==> src/rtl/pwm_nudge_pkg.sv <==
package pwm_nudge_pkg;

  // control register bit positions
  localparam int EN_BIT   = 0;
  localparam int PC_BIT   = 1;
  localparam int INVA_BIT = 2;
  localparam int INVB_BIT = 3;
  localparam int CTRL_W   = 8;

  // register addresses
  localparam int ADDR_CTRL = 0;
  localparam int ADDR_TOP  = 1;
  localparam int ADDR_CCA  = 2;

  // number of compare outputs
  localparam int CH_N = 2;

  // strobes from control to datapath
  typedef struct packed {
    logic run;     // channel enabled
    logic step;    // advance counter this cycle
    logic phCorr;  // up/down counting
  } stepCtl_t;

endpackage

==> src/rtl/pwm_nudge_ctrl.sv <==
module pwm_nudge_ctrl
  import pwm_nudge_pkg::*;
#(
  parameter int ADDR_W = 2
) (
  input  logic              clk,
  input  logic              rst_n,
  input  logic              regWe,
  input  logic [ADDR_W-1:0] regAddr,
  input  logic [3:0]        wrLow,   // enable, mode, invert A, invert B
  input  logic [1:0]        wrReq,   // [0] retard, [1] advance
  input  logic              divTick,
  input  logic              divSlow,
  output stepCtl_t          stepCtl,
  output logic [CH_N-1:0]   invBits,
  output logic [CTRL_W-1:0] ctrlRdata
);

  logic enReg, pcReg, invAReg, invBReg;
  logic retPend, advPend;
  logic ctrlWr, applyRet, applyAdv;

  assign ctrlWr   = regWe && (regAddr == ADDR_W'(ADDR_CTRL));

  // retard swallows a tick; advance fills a quiet cycle
  assign applyRet = enReg && retPend && divTick;
  assign applyAdv = enReg && advPend && divSlow && !divTick;

  always_ff @(posedge clk or negedge rst_n) begin
    if (!rst_n) begin
      enReg   <= 1'b0;
      pcReg   <= 1'b0;
      invAReg <= 1'b0;
      invBReg <= 1'b0;
      retPend <= 1'b0;
      advPend <= 1'b0;
    end else begin
      if (ctrlWr) begin
        enReg   <= wrLow[EN_BIT];
        pcReg   <= wrLow[PC_BIT];
        invAReg <= wrLow[INVA_BIT];
        invBReg <= wrLow[INVB_BIT];
      end
      retPend <= (retPend && !applyRet) || (ctrlWr && wrReq[0]);
      advPend <= (advPend && !applyAdv) || (ctrlWr && wrReq[1]);
    end
  end

  always_comb begin
    stepCtl.run    = enReg;
    stepCtl.phCorr = pcReg;
    stepCtl.step   = enReg && ((divTick && !retPend) || applyAdv);
  end

  assign invBits   = {invBReg, invAReg};
  assign ctrlRdata = {advPend, retPend, 2'b00, invBReg, invAReg, pcReg, enReg};

endmodule

==> src/rtl/pwm_nudge_dp.sv <==
module pwm_nudge_dp
  import pwm_nudge_pkg::*;
#(
  parameter int CNT_W  = 16,
  parameter int ADDR_W = 2
) (
  input  logic              clk,
  input  logic              rst_n,
  input  logic              regWe,
  input  logic [ADDR_W-1:0] regAddr,
  input  logic [CNT_W-1:0]  regWdata,
  input  stepCtl_t          stepCtl,
  input  logic [CH_N-1:0]   invBits,
  output logic [CH_N-1:0]   outBits,
  output logic [CNT_W-1:0]  cntValue,
  output logic [CNT_W-1:0]  topValue
);

  localparam logic [CNT_W-1:0] ONE = CNT_W'(1);

  logic [CNT_W-1:0] cnt, nextCnt, topLive, topAct;
  logic             down, nextDown, boundary, loadNow;

  // next-state of the counter
  always_comb begin
    nextCnt  = cnt;
    nextDown = down;
    boundary = 1'b0;
    if (stepCtl.step) begin
      if (!stepCtl.phCorr) begin
        nextDown = 1'b0;
        if (cnt >= topAct) begin
          nextCnt  = '0;
          boundary = 1'b1;
        end else begin
          nextCnt = cnt + ONE;
        end
      end else if (!down) begin
        if (cnt >= topAct) begin
          if (topAct == '0) begin
            nextCnt  = '0;
            boundary = 1'b1;
          end else begin
            nextCnt  = cnt - ONE;
            nextDown = 1'b1;
          end
        end else begin
          nextCnt = cnt + ONE;
        end
      end else begin
        if (cnt == '0) begin
          nextCnt  = (topAct == '0) ? '0 : ONE;
          nextDown = 1'b0;
          boundary = 1'b1;
        end else begin
          nextCnt = cnt - ONE;
        end
      end
    end
  end

  assign loadNow = !stepCtl.run || boundary;

  always_ff @(posedge clk or negedge rst_n) begin
    if (!rst_n) begin
      cnt     <= '0;
      down    <= 1'b0;
      topLive <= '0;
      topAct  <= '0;
    end else begin
      cnt  <= nextCnt;
      down <= nextDown;
      if (regWe && regAddr == ADDR_W'(ADDR_TOP)) topLive <= regWdata;
      if (loadNow) topAct <= topLive;
    end
  end

  // one shadowed compare per output
  for (genvar g = 0; g < CH_N; g++) begin : g_cmp
    logic [CNT_W-1:0] ccLive, ccAct;
    always_ff @(posedge clk or negedge rst_n) begin
      if (!rst_n) begin
        ccLive <= '0;
        ccAct  <= '0;
      end else begin
        if (regWe && regAddr == ADDR_W'(ADDR_CCA + g)) ccLive <= regWdata;
        if (loadNow) ccAct <= ccLive;
      end
    end
    assign outBits[g] = (cnt < ccAct) ^ invBits[g];
  end

  assign cntValue = cnt;
  assign topValue = topAct;

endmodule

==> src/rtl/pwm_nudge_channel.sv <==
module pwm_nudge_channel
  import pwm_nudge_pkg::*;
#(
  parameter int CNT_W  = 16,
  parameter int ADDR_W = 2
) (
  input  logic              clk,
  input  logic              rst_n,
  input  logic              regWe,
  input  logic [ADDR_W-1:0] regAddr,
  input  logic [CNT_W-1:0]  regWdata,
  input  logic              divTick,
  input  logic              divSlow,
  output logic              outA,
  output logic              outB,
  output logic [CTRL_W-1:0] ctrlRdata
);

  stepCtl_t         stepCtl;
  logic [CH_N-1:0]  invBits, outBits;
  logic [CNT_W-1:0] cntValue, topValue;

  pwm_nudge_ctrl #(.ADDR_W(ADDR_W)) i_ctrl (
    .clk      (clk),
    .rst_n    (rst_n),
    .regWe    (regWe),
    .regAddr  (regAddr),
    .wrLow    (regWdata[3:0]),
    .wrReq    (regWdata[7:6]),
    .divTick  (divTick),
    .divSlow  (divSlow),
    .stepCtl  (stepCtl),
    .invBits  (invBits),
    .ctrlRdata(ctrlRdata)
  );

  pwm_nudge_dp #(.CNT_W(CNT_W), .ADDR_W(ADDR_W)) i_dp (
    .clk     (clk),
    .rst_n   (rst_n),
    .regWe   (regWe),
    .regAddr (regAddr),
    .regWdata(regWdata),
    .stepCtl (stepCtl),
    .invBits (invBits),
    .outBits (outBits),
    .cntValue(cntValue),
    .topValue(topValue)
  );

  assign outA = outBits[0];
  assign outB = outBits[1];

endmodule

==> config.mk <==
export PLATFORM = sky130hd
export DESIGN_NAME = pwm_nudge_channel
export DESIGN_NICKNAME = d
export VERILOG_FILES = /design/src/rtl/pwm_nudge_pkg.sv /design/src/rtl/pwm_nudge_ctrl.sv /design/src/rtl/pwm_nudge_dp.sv /design/src/rtl/pwm_nudge_channel.sv
export SDC_FILE = /design/constraint.sdc
export NUM_CORES = 1
export LEC_CHECK = 0
export CAP_MARGIN = 25
export CORE_ASPECT_RATIO = 0.8
export CORE_MARGIN = 3
export CORE_UTILIZATION = 65
export DETAILED_ROUTE_END_ITERATION = 16
export PLACE_DENSITY = 0.85
export RECOVER_POWER = 50
export SLEW_MARGIN = 20
export SYNTH_ARGS = -nofsm -noshare
export SYNTH_HDL_FRONTEND = slang
export SYNTH_SLANG_ARGS = --single-unit
export TNS_END_PERCENT = 100
==> constraint.sdc <==
create_clock -name clk -period 5.17 [get_ports clk]
set_clock_uncertainty 0.2 [all_clocks]
set_input_delay 1.034 -clock clk [delete_from_list [all_inputs] [get_ports clk]]
set_output_delay 1.034 -clock clk [all_outputs]
set_load 0.03 [all_outputs]
# == Word-level counts from Yosys, hierarchy flattened ==
# Index checks and enable logic that the tools add are counted.
# op_classes
addsub,2
n_lt_le_gt_ge,3
eq_ne,3
muxes,19
n_bitwise,2
n_reduce_logical,27
# ops
operator,count
$mux 16,6
$logic_not 16->1,2
$lt 16x16->1,2
$add 16x1->16 const B,1
$ge 16x16->1,1
$sub 16x1->16 const B,1
$logic_and 1x1->1,15
$mux 1,13
$logic_not 1->1,5
$eq 2x2->1 const B,2
$logic_or 1x1->1,4
$eq 2x1->1 const B,1
$logic_not 2->1,1
$xor 1x1->1,2
# word_totals
register_bits,119
inputBits,23
out_inout_bits,10
wordCells,70

# == Logic depth before layout (Yosys ltp) ==
# logic_depth
word_depth,7
ltp_mapped,12
mapped_depth_nobuf,9

# == Cells and area by module ==
# A second synthesis with hierarchy kept.
# hier_totals
hier_cells,619
hier_area_um2,6851.6
# by_module_without_submodules
module,instances,cells_each,area_each_um2,seq_area_each_um2
pwm_nudge_dp,1,588,6491.2,2827.7
pwm_nudge_ctrl,1,31,360.3,150.1

# == Worst setup path after synthesis ==
# OpenSTA, ideal clock, no wires.
# synth_timing
path_type,reg2out
start,register i_dp.cnt[4] (netlist: i_dp.cntValue[4])
end,output port outA
t_arrival_ns,2.202
required_ns,3.936
slack_ns,1.734
path_stages_with_launch,9
n_path_buf,0
path_cell_list,dfrtp_1 -> ha_1 -> a21o_1 -> a21o_1 -> a21oi_1 -> o21ai_0 -> a311oi_1 -> o21ai_0 -> xnor2_1
# synth_via
elab_chain_len,2
# synth_rtl
item,line_no,rtl
from (decl),pwm_nudge_dp.sv:21,"logic [CNT_W-1:0] cnt, nextCnt, topLive, topAct;"
from (signal assigned),pwm_nudge_dp.sv:71,cnt <= nextCnt;
$lt 16x16->1,pwm_nudge_dp.sv:90,assign outBits[g] = (cnt < ccAct) ^ invBits[g];
$xor 1x1->1,pwm_nudge_dp.sv:90,
to (decl),pwm_nudge_channel.sv:14,"output logic outA,"
# Every way passes these cells.

# == Worst setup path in the final report ==
# Same ends and word-level chain as after synthesis.

==> metrics.txt <==
outcome=complete, but fails checks; violated checks=capacitance limit, slew limit; Final Cell Area=7370 um2; Initial Utilization=69.11%; Layout Nets=671; Seq/Total Area, Yosys=46.10%; IO buf count=30; worst reg2reg path depth=9; Synth Flop Type=dfrtp_1; required time worst endpoint=3.94 ns; # IOs=33; global route overflow=0; deepest clock path buffer count=2; Post-synth EDFFs=0; final worst path period need=4.608 ns; most common cell in the netlist=dfrtp_1; Max-slew headroom=-21.77%; Yosys top cell area share=46.10%; Max IR drop VDD=0.5287 mV; CTS resizes=0; Mapped Cells=572; CTS tree=built; # setup viols final=0; # rows=31; endpoints failing hold=0; final max-slew violation count=67; area grow syn2layout=14.08%; hpwl dp=10110 um; number of global-route vias before repair=4933; # placed instances=711; remaining antenna violation count after routing=0; Hold Path Origin=i_dp.g_cmp[1].ccAct[14]$_DFFE_PN0P_; DIE AREA=11180 um2; period utilization=89.13%; RD Place Congestion=0.8713; actual slew at the worst max-slew pin=1.827 ns; WHS Path Cells=1; largest net degree at the start of global routing=57; Max-cap violations=2; share of cells above drive strength 1=20.42%; ranking of synthesized cells by area=dfrtp_1 (46%), mux2_2 (14%), ha_1 (9.5%); DR vias/cell=6.343; GRT Overall Usage=29.26%; Die Ht=95.17 um; Netlist cell types=59; clock latency on the worst-skew pair=0.41 ns; clock slew at reported path FFs=0.05 ns; area leader, netlist=dfrtp_1; initial antenna violation count=0; synthesized cell area=6460 um2; total core area=9348 um2; critical path's slowest cell=clkdlybuf4s50_1; H-tree depth=4; total CTS buffers=17; first-pass GRT wire length=25440 um; Post-CTS Setup Repair Bufs=0; yosys warns=0; Worst setup SP type=register; Fmax=0.2170 GHz; Clock Tree Root=clkbuf_16; CP Launch Point=i_dp.cntValue[4]$_DFFE_PN0P_; #FFs+latches synth=119; WL per Instance=20.53 um; drt pass-1 iters=5; Detailed Route Iter0 Violations=478; asr flop ratio synth=100.0%; ANT cells=0; Cell Count, Final, Fillers Out=744; Worst Setup End Kind=primary output; number of vias after detailed routing=4719; top cells by count, synth=dfrtp_1 (119), mux2_2 (81), inv_1 (50), ha_1 (49), o21ai_0 (30); Pwr Density=578.3 nW/um2; Fin Setup TNS=0 ns; Post-route DRC=0; critical path class=register to primary output; RSZ-0062 raised after global routing=false; Clock Sinks=119; Area after DPL=6808 um2; Max FO, Critical Path=11; Cell Chain, Critical Path=ha_1 -> a21o_1 -> a21o_1 -> a21oi_1 -> o21ai_0 -> a311oi_1 -> o21ai_0 -> xnor2_1 -> clkdlybuf4s50_1; worst hold path class=register to register; Critical R2R Launch=i_dp.cntValue[0]$_DFFE_PN0P_; critical path arrival=3.37 ns; hold_buf cts=0; slowest stage delay, CP=0.70 ns; final wirelength=15280 um; Mean Syn Cell Area=11.29 um2; Die Wd=117.5 um; Pleak=0.003319 uW
## through the flow
stage / hold WS (ns) / setup slack (ns) / util (%) / power, uW
2_1_floorplan: 0.2581 / 1.734 / - / 2613
3_3_place_gp: 0.2673 / 1.133 / 72.67 / 2939
3_5_place_dp: 0.2748 / 1.004 / 72.83 / 3083
4_1_cts: 0.2872 / 0.5721 / 78.86 / 4251
5_1_grt: 0.3062 / 0.4530 / 78.84 / 4544
6_report: 0.2840 / 0.5620 / 78.84 / 4262
## kinds of logic (layout without fill, tap and decap cells)
group | after synthesis | count (layout) | share of synthesized area, %
compound gates | 104 | 104 | 10.56
other cells | 1 | 2 | 0.05805
simple gates | 113 | 113 | 9.820
mux | 103 | 103 | 17.92
fa+ha+maj | 49 | 49 | 9.491
flops | 119 | 119 | 46.10
xor+xnor | 2 | 2 | 0.2712
buf+inv | 81 | 120 | 5.791
## final timing paths
kind,end,slack [ns]
max,outA,0.56
min,i_dp.g_cmp[1].ccAct[14]$_DFFE_PN0P_,0.28
max reg2reg,i_dp.cntValue[9]$_DFFE_PN0P_,1.13
min reg2reg,i_dp.g_cmp[1].ccAct[14]$_DFFE_PN0P_,0.28
max in group asynchronous,i_dp.cntValue[10]$_DFFE_PN0P_,1.44
min in group asynchronous,i_dp.cntValue[2]$_DFFE_PN0P_,0.91
## power breakdown
part,internal (uW),switching (uW),leakage (uW),total (uW)
combinational,731,827,0.00166,1560
sequential,1220,360,0.00140,1580
clock,677,444,0.000263,1120
## state kept, by name (all words and copies together), names as in the netlist
signal             flops
i_dp.g_cmp.ccLive     32
i_ctrl.pcReg           1
i_ctrl.retPend         1
i_ctrl.invAReg         1
i_ctrl.enReg           1
i_ctrl.invBReg         1
i_dp.topValue         16
i_dp.topLive          16
i_dp.g_cmp.ccAct      32
i_ctrl.advPend         1
i_dp.cntValue         16
i_dp.down              1
## area by class of cell
| cell class | instances | area (um2) |
|---|---|---|
| clock buffer | 19 | 442.9 |
| multi-input combinational | 373 | 3119 |
| fill | 546 | 1978 |
| tap | 132 | 165.2 |
| sequential | 119 | 2978 |
| inverter | 50 | 187.7 |
| timing repair buffer | 38 | 355.3 |
| clock inverter | 13 | 121.4 |
## placed cells by master (no fill, tap or decap), types with 5 or more instances in the layout
master | synthesis | layout
a21oi_1 | 21 | 21
nor2_1 | 10 | 10
and3_1 | 7 | 7
mux2_1 | 20 | 20
mux2_2 | 81 | 81
o21ai_0 | 30 | 30
nand4_1 | 7 | 7
dfrtp_1 | 119 | 119
clkbuf_16 | 0 | 17
a21o_1 | 13 | 13
nand3_1 | 11 | 11
nor4_1 | 9 | 9
nor3_1 | 9 | 9
clkdlybuf4s50_1 | 0 | 28
ha_1 | 49 | 49
nand3b_1 | 5 | 5
nand2b_1 | 5 | 5
inv_1 | 50 | 50
clkinvlp_4 | 0 | 5
nand2_1 | 26 | 26
## routing by layer
layer  wire length (um)  global-route usage, %  up-vias
met5                  0                      0        -
met4                462                  10.24        0
met3               1244                  8.126       43
met2               7369                  49.57      229
met1               6199                  36.83     2324
li1                   -                      -     2123
## critical path: cells and delay by family, from the launching register on
family | cells | cell delay [ns]
AOI/OAI and AO/OA | 6 | 1.18
adders and majority gates | 1 | 0.37
DFF | 1 | 0.50
buffers and inverters | 1 | 0.70
xor gates and xnor gates | 1 | 0.20
Power figures use the tool's default switching activity.
